<file path="config.mk">
export PLATFORM = sky130hd
export DESIGN_NAME = mpx_target
export DESIGN_NICKNAME = d
export VERILOG_FILES = /design/src/rtl/mpx_tgt_pkg.sv /design/src/rtl/mpx_size_dec.sv /design/src/rtl/mpx_beat_addr.sv /design/src/rtl/mpx_seq.sv /design/src/rtl/mpx_target.sv
export SDC_FILE = /design/constraint.sdc
export NUM_CORES = 1
export LEC_CHECK = 0
export ABC_AREA = 1
export BUFFER_PORTS_ARGS = -buffer_cell sky130_fd_sc_hd__buf_2
export CORE_MARGIN = 1
export CORE_UTILIZATION = 42
export CTS_CLUSTER_SIZE = 8
export DETAILED_ROUTE_END_ITERATION = 8
export PLACE_DENSITY_LB_ADDON = 0.05
export REMOVE_ABC_BUFFERS = 1
export SLEW_MARGIN = 5
export SYNTH_ARGS = -nofsm -noshare
export SYNTH_HDL_FRONTEND = slang
export SYNTH_HIERARCHICAL = 1
export SYNTH_SLANG_ARGS = --single-unit
export TNS_END_PERCENT = 100
</file>
<file path="constraint.sdc">
create_clock -name clk_i -period 2.09 [get_ports clk_i]
set_clock_uncertainty 0.05 [all_clocks]
set_input_delay 0.3135 -clock clk_i [delete_from_list [all_inputs] [get_ports clk_i]]
set_output_delay 0.3135 -clock clk_i [all_outputs]
set_load 0.05 [all_outputs]
</file>
<file path="src/rtl/mpx_tgt_pkg.sv">
package mpx_tgt_pkg;

  typedef enum logic [1:0] {
    SZ_SINGLE = 2'd0,
    SZ_PAIR   = 2'd1,
    SZ_BLOCK  = 2'd2
  } sz_class_e;

  function automatic sz_class_e classify(input logic [2:0] code);
    if (code[2])             return SZ_BLOCK;
    else if (code[1:0] == 2'b11) return SZ_PAIR;
    else                     return SZ_SINGLE;
  endfunction

endpackage

</file>
<file path="src/rtl/mpx_size_dec.sv">
module mpx_size_dec
  import mpx_tgt_pkg::*;
#(
  parameter int IDX_W = 3,
  parameter int CNT_W = 4
) (
  input  logic [2:0]       code_i,
  output logic [CNT_W-1:0] last_o,  // index of final beat
  output logic [IDX_W-1:0] mask_o   // word-index bits that advance per beat
);

  localparam logic [CNT_W-1:0] BLK_LAST = CNT_W'((1 << IDX_W) - 1);

  always_comb begin
    unique case (classify(code_i))
      SZ_BLOCK: begin last_o = BLK_LAST;      mask_o = '1;           end
      SZ_PAIR:  begin last_o = CNT_W'(1);     mask_o = IDX_W'(1);    end
      default:  begin last_o = '0;            mask_o = '0;           end
    endcase
  end

endmodule

</file>
<file path="src/rtl/mpx_beat_addr.sv">
module mpx_beat_addr #(
  parameter int ADDR_W   = 26,
  parameter int WORD_LSB = 2,
  parameter int IDX_W    = 3
) (
  input  logic [ADDR_W-1:0] base_i,
  input  logic [IDX_W-1:0]  mask_i,
  input  logic [IDX_W-1:0]  step_i,
  output logic [ADDR_W-1:0] addr_o
);

  logic [IDX_W-1:0] word, inc, sel;

  always_comb begin
    word = base_i[WORD_LSB +: IDX_W];
    inc  = word + step_i;                     // wraps mod 2**IDX_W
    sel  = (inc & mask_i) | (word & ~mask_i);
    addr_o = base_i;
    addr_o[WORD_LSB +: IDX_W] = sel;
  end

endmodule

</file>
<file path="src/rtl/mpx_seq.sv">
module mpx_seq #(
  parameter int ADDR_W = 26,
  parameter int DATA_W = 32,
  parameter int CNT_W  = 4
) (
  input  logic              clk_i,
  input  logic              rst_ni,
  input  logic              bs_i,
  input  logic              cs_i,
  input  logic              frame_i,
  input  logic              rd_i,
  input  logic [DATA_W-1:0] ad_i,
  input  logic [CNT_W-1:0]  last_i,
  output logic              beat_o,
  output logic              rd_o,
  output logic [ADDR_W-1:0] addr_o,
  output logic [2:0]        size_o,
  output logic [CNT_W-1:0]  cnt_o,
  output logic              err_o
);

  localparam int SIZE_LSB = DATA_W - 3;
  localparam logic [CNT_W-1:0] CNT_MAX = '1;

  logic              act_q, rd_q, err_q;
  logic [ADDR_W-1:0] addr_q;
  logic [2:0]        size_q;
  logic [CNT_W-1:0]  cnt_q;
  logic              start, beat, bad;

  assign start = bs_i & cs_i;
  assign beat  = act_q & cs_i & ~bs_i;
  assign bad   = beat & ((~frame_i & (cnt_q != last_i)) |
                         ( frame_i & (cnt_q >= last_i)));

  always_ff @(posedge clk_i or negedge rst_ni) begin
    if (!rst_ni) begin
      act_q  <= 1'b0;
      rd_q   <= 1'b0;
      addr_q <= '0;
      size_q <= '0;
      cnt_q  <= '0;
      err_q  <= 1'b0;
    end else begin
      err_q <= bad;
      if (start) begin
        act_q  <= 1'b1;
        cnt_q  <= '0;
        addr_q <= ad_i[ADDR_W-1:0];
        size_q <= ad_i[SIZE_LSB +: 3];
        rd_q   <= rd_i;
      end else if (beat && !frame_i) begin
        act_q <= 1'b0;
      end else if (beat) begin
        if (cnt_q != CNT_MAX) cnt_q <= cnt_q + 1'b1;
      end else if (!cs_i) begin
        act_q <= 1'b0;
      end
    end
  end

  assign beat_o = beat;
  assign rd_o   = rd_q;
  assign addr_o = addr_q;
  assign size_o = size_q;
  assign cnt_o  = cnt_q;
  assign err_o  = err_q;

  AST_CNT_RESTART: assert property (@(posedge clk_i) disable iff (!rst_ni)
    start |=> (cnt_q == '0 && act_q)) else $error("count not restarted");

endmodule

</file>
<file path="src/rtl/mpx_target.sv">
module mpx_target #(
  parameter int ADDR_W      = 26,
  parameter int DATA_W      = 32,
  parameter int BLOCK_BYTES = 32
) (
  input  logic              clk_i,
  input  logic              rst_ni,
  input  logic              bs_i,
  input  logic              cs_i,
  input  logic              frame_i,
  input  logic              rd_i,
  input  logic [DATA_W-1:0] ad_i,
  output logic [DATA_W-1:0] ad_o,
  output logic              ad_oe_o,
  output logic [ADDR_W-1:0] mem_addr_o,
  output logic              mem_rd_o,
  output logic              mem_wr_o,
  output logic [DATA_W-1:0] mem_wdata_o,
  input  logic [DATA_W-1:0] mem_rdata_i,
  output logic              err_o
);

  localparam int WORD_LSB = $clog2(DATA_W / 8);
  localparam int IDX_W    = $clog2(BLOCK_BYTES) - WORD_LSB;
  localparam int CNT_W    = IDX_W + 1;
  localparam int BLK_LSB  = WORD_LSB + IDX_W;

  logic              beat, rd_q;
  logic [ADDR_W-1:0] base;
  logic [2:0]        size;
  logic [CNT_W-1:0]  cnt, last;
  logic [IDX_W-1:0]  mask;

  mpx_seq #(.ADDR_W(ADDR_W), .DATA_W(DATA_W), .CNT_W(CNT_W)) u_seq (
    .clk_i   (clk_i),
    .rst_ni  (rst_ni),
    .bs_i    (bs_i),
    .cs_i    (cs_i),
    .frame_i (frame_i),
    .rd_i    (rd_i),
    .ad_i    (ad_i),
    .last_i  (last),
    .beat_o  (beat),
    .rd_o    (rd_q),
    .addr_o  (base),
    .size_o  (size),
    .cnt_o   (cnt),
    .err_o   (err_o)
  );

  mpx_size_dec #(.IDX_W(IDX_W), .CNT_W(CNT_W)) u_dec (
    .code_i (size),
    .last_o (last),
    .mask_o (mask)
  );

  mpx_beat_addr #(.ADDR_W(ADDR_W), .WORD_LSB(WORD_LSB), .IDX_W(IDX_W)) u_addr (
    .base_i (base),
    .mask_i (mask),
    .step_i (cnt[IDX_W-1:0]),
    .addr_o (mem_addr_o)
  );

  assign mem_rd_o    = beat & rd_q;
  assign mem_wr_o    = beat & ~rd_q;
  assign mem_wdata_o = ad_i;
  assign ad_oe_o     = mem_rd_o;
  assign ad_o        = mem_rdata_i;

  AST_NO_DRIVE_ADDR_PHASE: assert property (@(posedge clk_i) disable iff (!rst_ni)
    bs_i |-> !ad_oe_o) else $error("bus driven in address phase");

  AST_ONE_STROBE: assert property (@(posedge clk_i) disable iff (!rst_ni)
    !(mem_rd_o && mem_wr_o)) else $error("both strobes");

  AST_BLOCK_STEP: assert property (@(posedge clk_i) disable iff (!rst_ni)
    ((mem_rd_o || mem_wr_o) && frame_i && size[2]) |=>
      (!(mem_rd_o || mem_wr_o) ||
       (mem_addr_o[WORD_LSB +: IDX_W] == $past(mem_addr_o[WORD_LSB +: IDX_W]) + 1'b1 &&
        mem_addr_o[ADDR_W-1:BLK_LSB] == $past(mem_addr_o[ADDR_W-1:BLK_LSB]))))
    else $error("block beat did not wrap-step");

  AST_QUIET_AFTER_LAST: assert property (@(posedge clk_i) disable iff (!rst_ni)
    ((mem_rd_o || mem_wr_o) && !frame_i) |=> !(mem_rd_o || mem_wr_o))
    else $error("strobe after last beat");

  AST_ERR_AFTER_BEAT: assert property (@(posedge clk_i) disable iff (!rst_ni)
    err_o |-> $past(mem_rd_o || mem_wr_o)) else $error("error without beat");

endmodule

</file>
==> results of run 1 <==
[flip-flops by register name (all words and copies together), names as in the netlist]
register,flops
u_seq/addr_o,26
u_seq/cnt_o,4
u_seq/size_o,3
u_seq/act_q,1
u_seq/err_o,1
u_seq/rd_o,1
[critical path: stages, from the launching register on]
cell and delay, ps:
dfrtp_1 400, ha_2 180, fa_2 510, nand2_1 60
o21ai_2 70, buf_6 170
[cells in the mapped netlist]
| library cell | instances | area share |
|---|---|---|
| nand3b_1 | 1 | 0.0031 |
| nand3_1 | 5 | 0.010 |
| buf_6 | 3 | 0.014 |
| nor2_1 | 4 | 0.0062 |
| nand2_1 | 116 | 0.18 |
| a21oi_1 | 1 | 0.0021 |
| nand2_2 | 4 | 0.010 |
| o21ai_0 | 4 | 0.0083 |
| buf_2 | 3 | 0.0062 |
| inv_2 | 1 | 0.0016 |
| clkinv_1 | 1 | 0.0016 |
| conb_1 | 1 | 0.0016 |
| ha_1 | 6 | 0.031 |
| nor2_2 | 1 | 0.0026 |
| dfrtp_1 | 36 | 0.37 |
| xnor2_1 | 2 | 0.0073 |
| clkbuf_1 | 1 | 0.0016 |
| inv_1 | 16 | 0.025 |
| nand3_2 | 1 | 0.0042 |
| buf_4 | 93 | 0.29 |
| fa_1 | 1 | 0.0083 |
| nor2_4 | 1 | 0.0047 |
| nand4_1 | 2 | 0.0052 |
[worst paths after layout]
kind / from / endpoint / slack [ps] / cells past startpoint
min reg2reg: u_seq/addr_o[11]$_DFFE_PN0P_ / u_seq/addr_o[11]$_DFFE_PN0P_ / 430 / 2
max reg2reg: u_seq/cnt_o[0]$_DFFE_PN0P_ / u_seq/cnt_o[2]$_DFFE_PN0P_ / 540 / 9
min: rd_i / u_seq/rd_o$_DFFE_PN0P_ / 170 / 3
min in group asynchronous: rst_ni / u_seq/cnt_o[0]$_DFFE_PN0P_ / 440 / 2
max in group asynchronous: rst_ni / u_seq/addr_o[0]$_DFFE_PN0P_ / 1040 / 3
max: u_seq/cnt_o[0]$_DFFE_PN0P_ / mem_addr_o[3] / 50 / 5
[area by class of cell]
| class | instances | area (sq um) |
|---|---|---|
| clock buffers | 7 | 96.3 |
| clock inverters | 1 | 30.0 |
| fillers | 568 | 3080 |
| inverters | 18 | 67.6 |
| multi-input cells | 150 | 701 |
| flip-flops and latches | 36 | 901 |
| well taps | 72 | 90.1 |
| repair buffers | 101 | 541 |
[layout by cell type (no fill, tap or decap)]
cell type / instances
ha_1: 5
dlygate4sd3_1: 1
o21ai_2: 1
buf_6: 2
nand3b_1: 1
dfrtp_1: 36
inv_1: 15
conb_1: 1
nand4_1: 2
clkinv_1: 1
o21ai_0: 3
nor2_2: 1
buf_2: 91
nand2_1: 115
inv_2: 2
nand3_2: 1
a21oi_1: 1
bufinv_16: 1
nand2_2: 5
buf_4: 7
fa_2: 1
nor2_1: 4
clkbuf_8: 7
xnor2_1: 2
nor2_4: 1
nand3_1: 5
ha_2: 1
[power by group]
part | leakage (nW) | internal (W) | switching [W] | total (W)
logic | 0.934 | 0.000201 | 0.000562 | 0.000763
clock network | 0.0645 | 0.000421 | 0.000253 | 0.000675
registers | 0.451 | 0.000779 | 0.0000574 | 0.000837
[routing by layer]
layer,wire length [um],up-vias,track usage
met5,0,-,0.0909
met4,55,0,0.0528
met3,1060,6,0.166
met2,2060,120,0.234
met1,2670,736,0.270
li1,-,835,-
[through the flow]
stage / cell area, sq um / setup slack, ps / cells
floorplan: 1660 / 53.2 / 204
global placement: 2240 / 181 / 373
detailed placement: 2240 / 169 / 373
CTS: 2400 / -32.2 / 384
global route: 2430 / -30.0 / 385
finish: 2430 / 47.6 / 385
[kinds of logic after synthesis]
logic type               Yosys count  share of synthesized area
AO/OA/AOI/OAI                      5                     0.0104
other                              1                    0.00156
flip-flops                        36                      0.374
buffers and inverters            118                      0.340
adder cells (fa/ha/maj)            7                     0.0395
AND/OR/NAND/NOR                  135                      0.228
XOR/XNOR                           2                    0.00727
[repair_timing]
action | CTS | global route
setup endpoints to repair | 2 | 2
gates cloned | 0 | 0
hold endpoints to repair | 16 | 0
hold buffers | 1 | 0
setup buffers | 2 | 1
gates resized for setup | 2 | 8
==> results.md, run 1 <==
* Worst-skew pair later-pin latency at around 280 ps
* Max Freq at 490 MHz
* CP Capture Type: output pin
* HPWL after DPL at approximately 4400 um
* Mapped Cells at 304
* Nets at slightly below 400
* Mapped Area at about 2400 sq um
* Setup tns final at 0 ps
* Die footprint at 6040 sq um
* Maximum vdd drop at around 360 uV
* Register bit count reported by yosys at 36
* Final Critical Period at a little over 2000 ps
* Synth Area per Inst at just under 8 sq um
* GR Util All Layers at 0.203
* Pre-antenna DRT Iters at 4
* Yosys warning count at 6
* Initial antenna violation count at 0
* GPL Wtd Cong at 0.692
* Pwr dens at 938 nW/um^2
* Crit Path Max Fanout at 2
* Startpoint types: flip-flop
* Final wirelength at around 5900 um
* Via count at 1697
* Area Growth Syn to Fin at 0.727%
* Worst setup path category: flip-flop to output pin
* Worst slew pin tran at about 540 ps
* Via density per instance at between 4 and 5
* Leakage power at roughly 1.4 nW
* RSZ-0062 raised after global routing: true
* Die W at roughly 78 um
* Final setup viols at 0
* Clock sinks at 36
* GR Overflow Total at 0
* Vias in the first global route at 1639
* Min-Delay Path Class: input pin to flip-flop
* DR iter-0 viols at between 70 and 80
* CTS tree: done
* # IOs at ~160
* Die Height at about 80 um
* Remaining antenna violation count at 0
* Clock buffer depth at 2
* Maxcap violations at 0
* Clk slew on worst S/H paths at roughly 80 ps
* DR WL/cell at approximately 15 um
* # port buffers at 93
* Hold violation count in the final report at 0
* Arr. time, crit path at roughly 1700 ps
* Initial cell density of the core at 0.437
* Yosys cell types at 23
* Ant. Diodes at 0
* Global-route wire length before repair at roughly 9000 um
* Num CTS Buffers at 5
* Register area share after synthesis at 0.374
* Power, Total at about 0.0023 W
* Drt drc at 0
* Max H-tree Level at 2
* Core Region at about 5500 sq um
* Final period utilization at 0.977
* Rel. slew slack at 0.640
* Rows at 27
* CTS root buf: clkbuf_8
* Final Slew Violations at 0
* Layout Utilization at 0.441
* Share of layout cells above drive strength 1 at 0.387
* Fin Hold WS at about 170 ps
* Pin count of the biggest net entering global routing at 33
* Status: finished clean
* CP Data Required Time at 1730 ps
(Power assumes the default switching activity.)
==> inputs of run 2 (changes only) <==
CORE_UTILIZATION = 41   (was 42)
SYNTH_HIERARCHICAL = default   (was 1)
==> results.md, run 2 <==
* CP Data Required Time at 1730 ps (about the same)
* Register bit count reported by yosys at 36 (unchanged)
* Startpoint types: flip-flop
* Mapped Area at 2300 sq um (-4.4%)
* Total setup buffers inserted after CTS at 0 (-2)
* Drt drc at 0 (unchanged)
* Maximum vdd drop at 497 uV (+39%)
* Post-synth EDFFs at 0 (unchanged)
* Met2 Use GR at 0.209 (-0.0247)
* Ant. Diodes at 0 (unchanged)
* Most used routing layer: met1
* Global-route wire length before repair at 7500 um (-17%)
* Min-Delay Path Class: input pin to flip-flop
* Fillers at 565 (-0.53%)
* CP Capture Type: output pin
* Synth area leaders: dfrtp_1, buf_4, mux2_2, nand2_1, ha_1
* Mapped Cells at 237 (-22%)
* Final wirelength at 4880 um (-17%)
* Share of layout cells above drive strength 1 at 0.544 (+0.157)
* Maxcap violations at 0 (unchanged)
* Max Freq at 471 MHz (-3.8%)
* Placed inst area at 2200 sq um (-2.1%)
* Non-filler cells, final at 320 (-17%)
* Yosys warning count at 0 (-6)
* Failing checks: negative setup slack
* Status: finished, violations left
* Initial antenna violation count at 0 (unchanged)
* Die footprint at 5920 sq um (-2.0%)
* Hold Path Origin: ad_i[6]
* Initial cell density of the core at 0.437 (-0.000553)
* Register area share after synthesis at 0.391 (+0.0173)
* Final setup margin at -33.8 ps (-81.4 ps)
* Vias in the first global route at 1364 (-17%)
* Final Slew Violations at 0 (unchanged)
* HPWL after DPL at 3700 um (-17%)
* Clock buffer depth at 2 (unchanged)
* Setup tns final at -33.8 ps (-33.8 ps)
* Die W at 76.9 um (-1.0%)
* GPL Wtd Cong at 0.670 (-3.2%)
* Core Region at 5270 sq um (-4.3%)
* Multi-input logic area at 642 sq um (-8.4%)
* Num CTS Buffers at 5 (unchanged)
* # IOs at 164 (unchanged)
* Rows at 26 (-3.7%)
* Worst-skew pair later-pin latency at 280 ps (about the same)
* CTS tree: done
* Clk slew on worst S/H paths at 80 ps (about the same)
* Clock sinks at 36 (unchanged)
* Synth Area per Inst at 9.71 sq um (+23%)
* Final Critical Period at 2120 ps (+81.4 ps)
* Worst setup path category: flip-flop to output pin
* Final period utilization at 1.02 (+0.0389)
* R2R Path End: u_seq.err_o$_DFF_PN0_
* Min-Delay Path Depth at 2 (-1)
* Area Growth Syn to Fin at 0.326%
* Nets at 325 (-16%)
* Routing usage on met3 at 0.133 (-0.0325)
* R2R Setup Slk at 570 ps (+30 ps)
* GR Util All Layers at 0.173 (-0.0306)
* DR iter-0 viols at 47 (-35%)
* Leakage power at 1.25 nW (-14%)
* Layout Utilization at 0.438 (-0.00231)
* Rel. slew slack at 0.732 (+0.0930)
* Via density per instance at 4.42 (+0.32%)
* Reg-to-reg critical path startpoint: u_seq.size_o[2]$_DFFE_PN0P_
* Final setup viols at 1 (+1)
* Met1 GRT Util at 0.221 (-0.0488)
* Max H-tree Level at 2 (unchanged)
* Most frequent cell after synthesis: buf_4
* Remaining antenna violation count at 0 (unchanged)
* RSZ-0062 raised after global routing: true
* Via count at 1415 (-17%)
* Asr flop ratio synth at 1.00 (unchanged)
* DP Cell Count at 311 (-17%)
* Arr. time, crit path at 1760 ps (+80 ps)
* CTS root buf: clkbuf_8
* Worst Hold End: u_seq.addr_o[6]$_DFFE_PN0P_
* Top post-synthesis cells by count: buf_4, dfrtp_1, nand2_1
* Hold violation count in the final report at 0 (unchanged)
* Post-Place Worst Slack at 174 ps (+5.16 ps)
* Crit Path Max Fanout at 2 (unchanged)
* Die Height at 76.9 um (-1.0%)
* Share of the synthesized area in the top cell type at 0.391 (+0.0173)
* Max reg flops at 26 (unchanged)
* Pre-antenna DRT Iters at 4 (unchanged)
* DR WL/cell at 15.2 um (+0.19%)
* Yosys cell types at 16 (-30%)
* Pin count of the biggest net entering global routing at 41 (+24%)
* R2R depth at 7 (-2)
* # port buffers at 93 (unchanged)
* Sequential Area at 901 sq um (unchanged)
* GR Overflow Total at 0 (unchanged)
* Commonest non-fill, non-tap cell in the layout: buf_2
* Commonest non-fill, non-tap cells in the layout: buf_2, dfrtp_1, nand2_1, mux2_2, inv_1
* Final Cell Area at 2310 sq um (-4.8%)
* Worst slew pin tran at 401 ps (-139 ps)
* Pwr dens at 1040 nW/um^2 (+10%)
* Main flop type after synthesis: dfrtp_1
* Post-synth top area cell: dfrtp_1
## run 2: final cells by class
type / instances / share of cell area
Inverter: 16 / 0.0260
Multi-Input combinational cell: 93 / 0.278
Sequential cell: 36 / 0.390
Clock inverter: 3 / 0.00813
Tap cell: 70 / 0.0379
Clock buffer: 5 / 0.0298
Timing Repair Buffer: 97 / 0.230
## run 2: kinds of logic after synthesis
family | after synthesis | synth area share
compound gates | 11 | 0.0239
xor+xnor | 1 | 0.00381
fa+ha+maj | 6 | 0.0359
buf+inv | 108 | 0.333
flops | 36 | 0.391
mux | 26 | 0.127
simple gates | 49 | 0.0853
## run 2: report_power, final
part           switching [W]  internal [W]  leakage (nW)
registers          0.0000701      0.000808         0.428
logic               0.000713      0.000310         0.774
clock network       0.000257      0.000232        0.0479
total                0.00104       0.00135          1.25
## run 2: how the worst max path moves through the flow
stage                           startpoint       endpoint  slack (ps)  depth (start not counted)
2_1_floorplan   u_seq.cnt_o[0]$_DFFE_PN0P_  mem_addr_o[3]        -410                          4
3_3_place_gp   u_seq.addr_o[2]$_DFFE_PN0P_  mem_addr_o[4]         190                          8
3_5_place_dp    u_seq.cnt_o[0]$_DFFE_PN0P_  mem_addr_o[4]         170                          8
4_1_cts        u_seq.addr_o[2]$_DFFE_PN0P_  mem_addr_o[4]         -70                          8
5_1_grt         u_seq.cnt_o[0]$_DFFE_PN0P_  mem_addr_o[4]        -120                          8
6_report       u_seq.addr_o[2]$_DFFE_PN0P_  mem_addr_o[4]         -30                          8
## run 2: layer usage
layer | vias up | wire length, um
met5 | - | 26
met4 | 2 | 61
met3 | 9 | 785
met2 | 106 | 1830
met1 | 621 | 2170
li1 | 677 | -
## run 2: what timing repair did
item	in CTS	in global routing
resized for setup	6	1
pin swaps	2	2
hold endpoints to repair	15	0
hold buffers	1	0
endpoints found under the setup margin	2	2
## run 2: worst max-delay path, cell delays in order (launching register included)
cell and delay, ps:
dfrtp_1 360, ha_1 160, inv_2 40, fa_2 330, nand2_1 80, nand2_1 40, nor2_1 100, xor2_1 150
buf_4 210
## run 2: stage by stage
stage | total power, W | hold WS [ps]
2_1_floorplan | 0.00152 | -32.1
3_3_place_gp | 0.00189 | 215
3_5_place_dp | 0.00189 | 215
4_1_cts | 0.00243 | 202
5_1_grt | 0.00254 | 203
6_report | 0.00239 | 212
==> inputs of run 3 (changes only) <==
PLACE_DENSITY = 0.83   (was default)
PLACE_DENSITY_LB_ADDON = default   (was 0.05)
==> results.md, run 3 (synthesis results as in run 2) <==
* Status: finished, violations left
* Failing checks: negative setup slack
* Vias in the first global route at 1532 (+12%)
* Arr. time, crit path at 1770 ps (about the same)
* Initial cell density of the core at 0.437 (unchanged)
* Clock buffer depth at 2 (unchanged)
* Final period utilization at 1.02 (+0.00656)
* Global-route wire length before repair at 8230 um (+9.7%)
* Die W at 76.9 um (unchanged)
* Final setup margin at -47.5 ps (-13.7 ps)
* Remaining antenna violation count at 0 (unchanged)
* Final wirelength at 5450 um (+12%)
* Rows at 26 (unchanged)
* GR Overflow Total at 0 (unchanged)
* Die Height at 76.9 um (unchanged)
* # IOs at 164 (unchanged)
* Via density per instance at 4.76 (+7.6%)
* CP startpoint: u_seq.addr_o[2]$_DFFE_PN0P_
* Pin count of the biggest net entering global routing at 37 (-9.8%)
* RSZ-0062 raised after global routing: true
* Ant. Diodes at 0 (unchanged)
* Commonest non-fill, non-tap cell in the layout: buf_2
* Worst setup path category: flip-flop to output pin
* CTS root buf: clkbuf_8
* Hold violation count in the final report at 0 (unchanged)
* R2R depth at 7 (unchanged)
* R2R Path End: u_seq.err_o$_DFF_PN0_
* CP Data Required Time at 1730 ps (about the same)
* Die footprint at 5920 sq um (unchanged)
* Initial antenna violation count at 0 (unchanged)
* Max H-tree Level at 2 (unchanged)
* R2R Setup Slk at 570 ps (about the same)
* Clock sinks at 36 (unchanged)
* Leakage power at 1.24 nW (-0.77%)
* Crit Path Max Fanout at 2 (unchanged)
* Core Region at 5270 sq um (unchanged)
* Reg-to-reg critical path startpoint: u_seq.size_o[2]$_DFFE_PN0P_
* Min-Delay Path Class: input pin to async pin
* DR WL/cell at 17.0 um (+12%)
* Final Critical Period at 2140 ps (+13.7 ps)
* Rel. slew slack at 0.456 (-0.276)
* Final Slew Violations at 0 (unchanged)
* Final setup viols at 1 (unchanged)
* CTS tree: done
* Max reg flops at 26 (unchanged)
* Area Growth Syn to Fin at 0.326% (unchanged)
* Via count at 1523 (+7.6%)
* Worst-skew pair later-pin latency at 280 ps (about the same)
* GR Util All Layers at 0.191 (+0.0182)
* HPWL after DPL at 4340 um (+17%)
* # port buffers at 93 (unchanged)
* Pwr dens at 1060 nW/um^2 (+2.8%)
* Setup tns final at -47.5 ps (-13.7 ps)
* Num CTS Buffers at 5 (unchanged)
* Max Freq at 468 MHz (-0.64%)
* GPL Wtd Cong at 0.787 (+17%)
* CP Capture Type: output pin
* Clk slew on worst S/H paths at 80 ps (about the same)
* Startpoint types: flip-flop
* Nets at 325 (unchanged)
* Maximum vdd drop at 378 uV (-24%)
* Drt drc at 0 (unchanged)
* Maxcap violations at 0 (unchanged)
* Share of layout cells above drive strength 1 at 0.556 (+0.0120)
* DR iter-0 viols at 50 (+6.4%)
* Worst slew pin tran at 816 ps (+415 ps)
* Layout Utilization at 0.438 (unchanged)
* Commonest non-fill, non-tap cells in the layout: buf_2, dfrtp_1, nand2_1, mux2_2, inv_1
* Pre-antenna DRT Iters at 4 (unchanged)
-- run 3: changes by cell type in the layout (fill, tap and decap cells not counted), sizes merged --
cell and change:
clkinvlp +2, buf +1, dlygate4sd3 -1, clkinv -3, clkbuf +1
-- run 3: cell type report --
type / instances / area (sq um)
multi-input cells: 93 / 647
well taps: 70 / 87.6
clock buffers: 6 / 82.6
repair buffers: 97 / 517
fillers: 529 / 2960
clock inverters: 2 / 15.0
flip-flops and latches: 36 / 901
inverters: 16 / 60.1
-- run 3: through the flow --
stage | std cells | hold slack [ps] | setup WS [ps] | total power, W | cell area [sq um]
after global routing | 320 | 110 | -171 | 0.00261 | 2310
after CTS | 320 | 92.8 | -65.4 | 0.00246 | 2300
after detailed placement | 311 | 408 | 173 | 0.00190 | 2180
after floorplan | 145 | -32.1 | -414 | 0.00152 | 1600
final | 320 | 56.2 | -47.5 | 0.00246 | 2310
after global placement | 311 | 398 | 183 | 0.00186 | 2180
-- run 3: how the worst max path moves through the flow --
stage / end / slack, ps
final: mem_addr_o[4] / -50
after global routing: mem_addr_o[4] / -170
after CTS: mem_addr_o[4] / -70
after detailed placement: mem_addr_o[4] / 170
after global placement: mem_addr_o[4] / 180
after floorplan: mem_addr_o[3] / -410
-- run 3: repair_timing --
| item | 4_1_cts | 5_1_grt |
|---|---|---|
| resized for setup | 4 | 5 |
| pin swaps | 2 | 3 |
| hold buffers | 0 | 0 |
| setup endpoints to repair | 2 | 2 |
| setup buffers | 1 | 0 |
-- run 3: routing by layer --
layer	vias up	routed length (um)	global-route usage
li1	679	-	-
met1	727	2140	0.221
met2	109	2310	0.265
met3	8	948	0.154
met4	0	44	0.0404
met5	-	0	0.0636
-- run 3: power breakdown --
group | internal, W | leakage [nW] | total (W) | switching, W
combinational | 0.000316 | 0.768 | 0.00105 | 0.000730
sequential | 0.000808 | 0.428 | 0.000882 | 0.0000746
clock | 0.000267 | 0.0434 | 0.000530 | 0.000263
-- run 3: critical path, cell delays in order (launching register included) --
cell	delay, ps
dfrtp_1	350
ha_1	160
inv_2	40
fa_2	340
nand2_2	70
nand2_1	60
nor2_2	90
xor2_1	150
buf_4	220
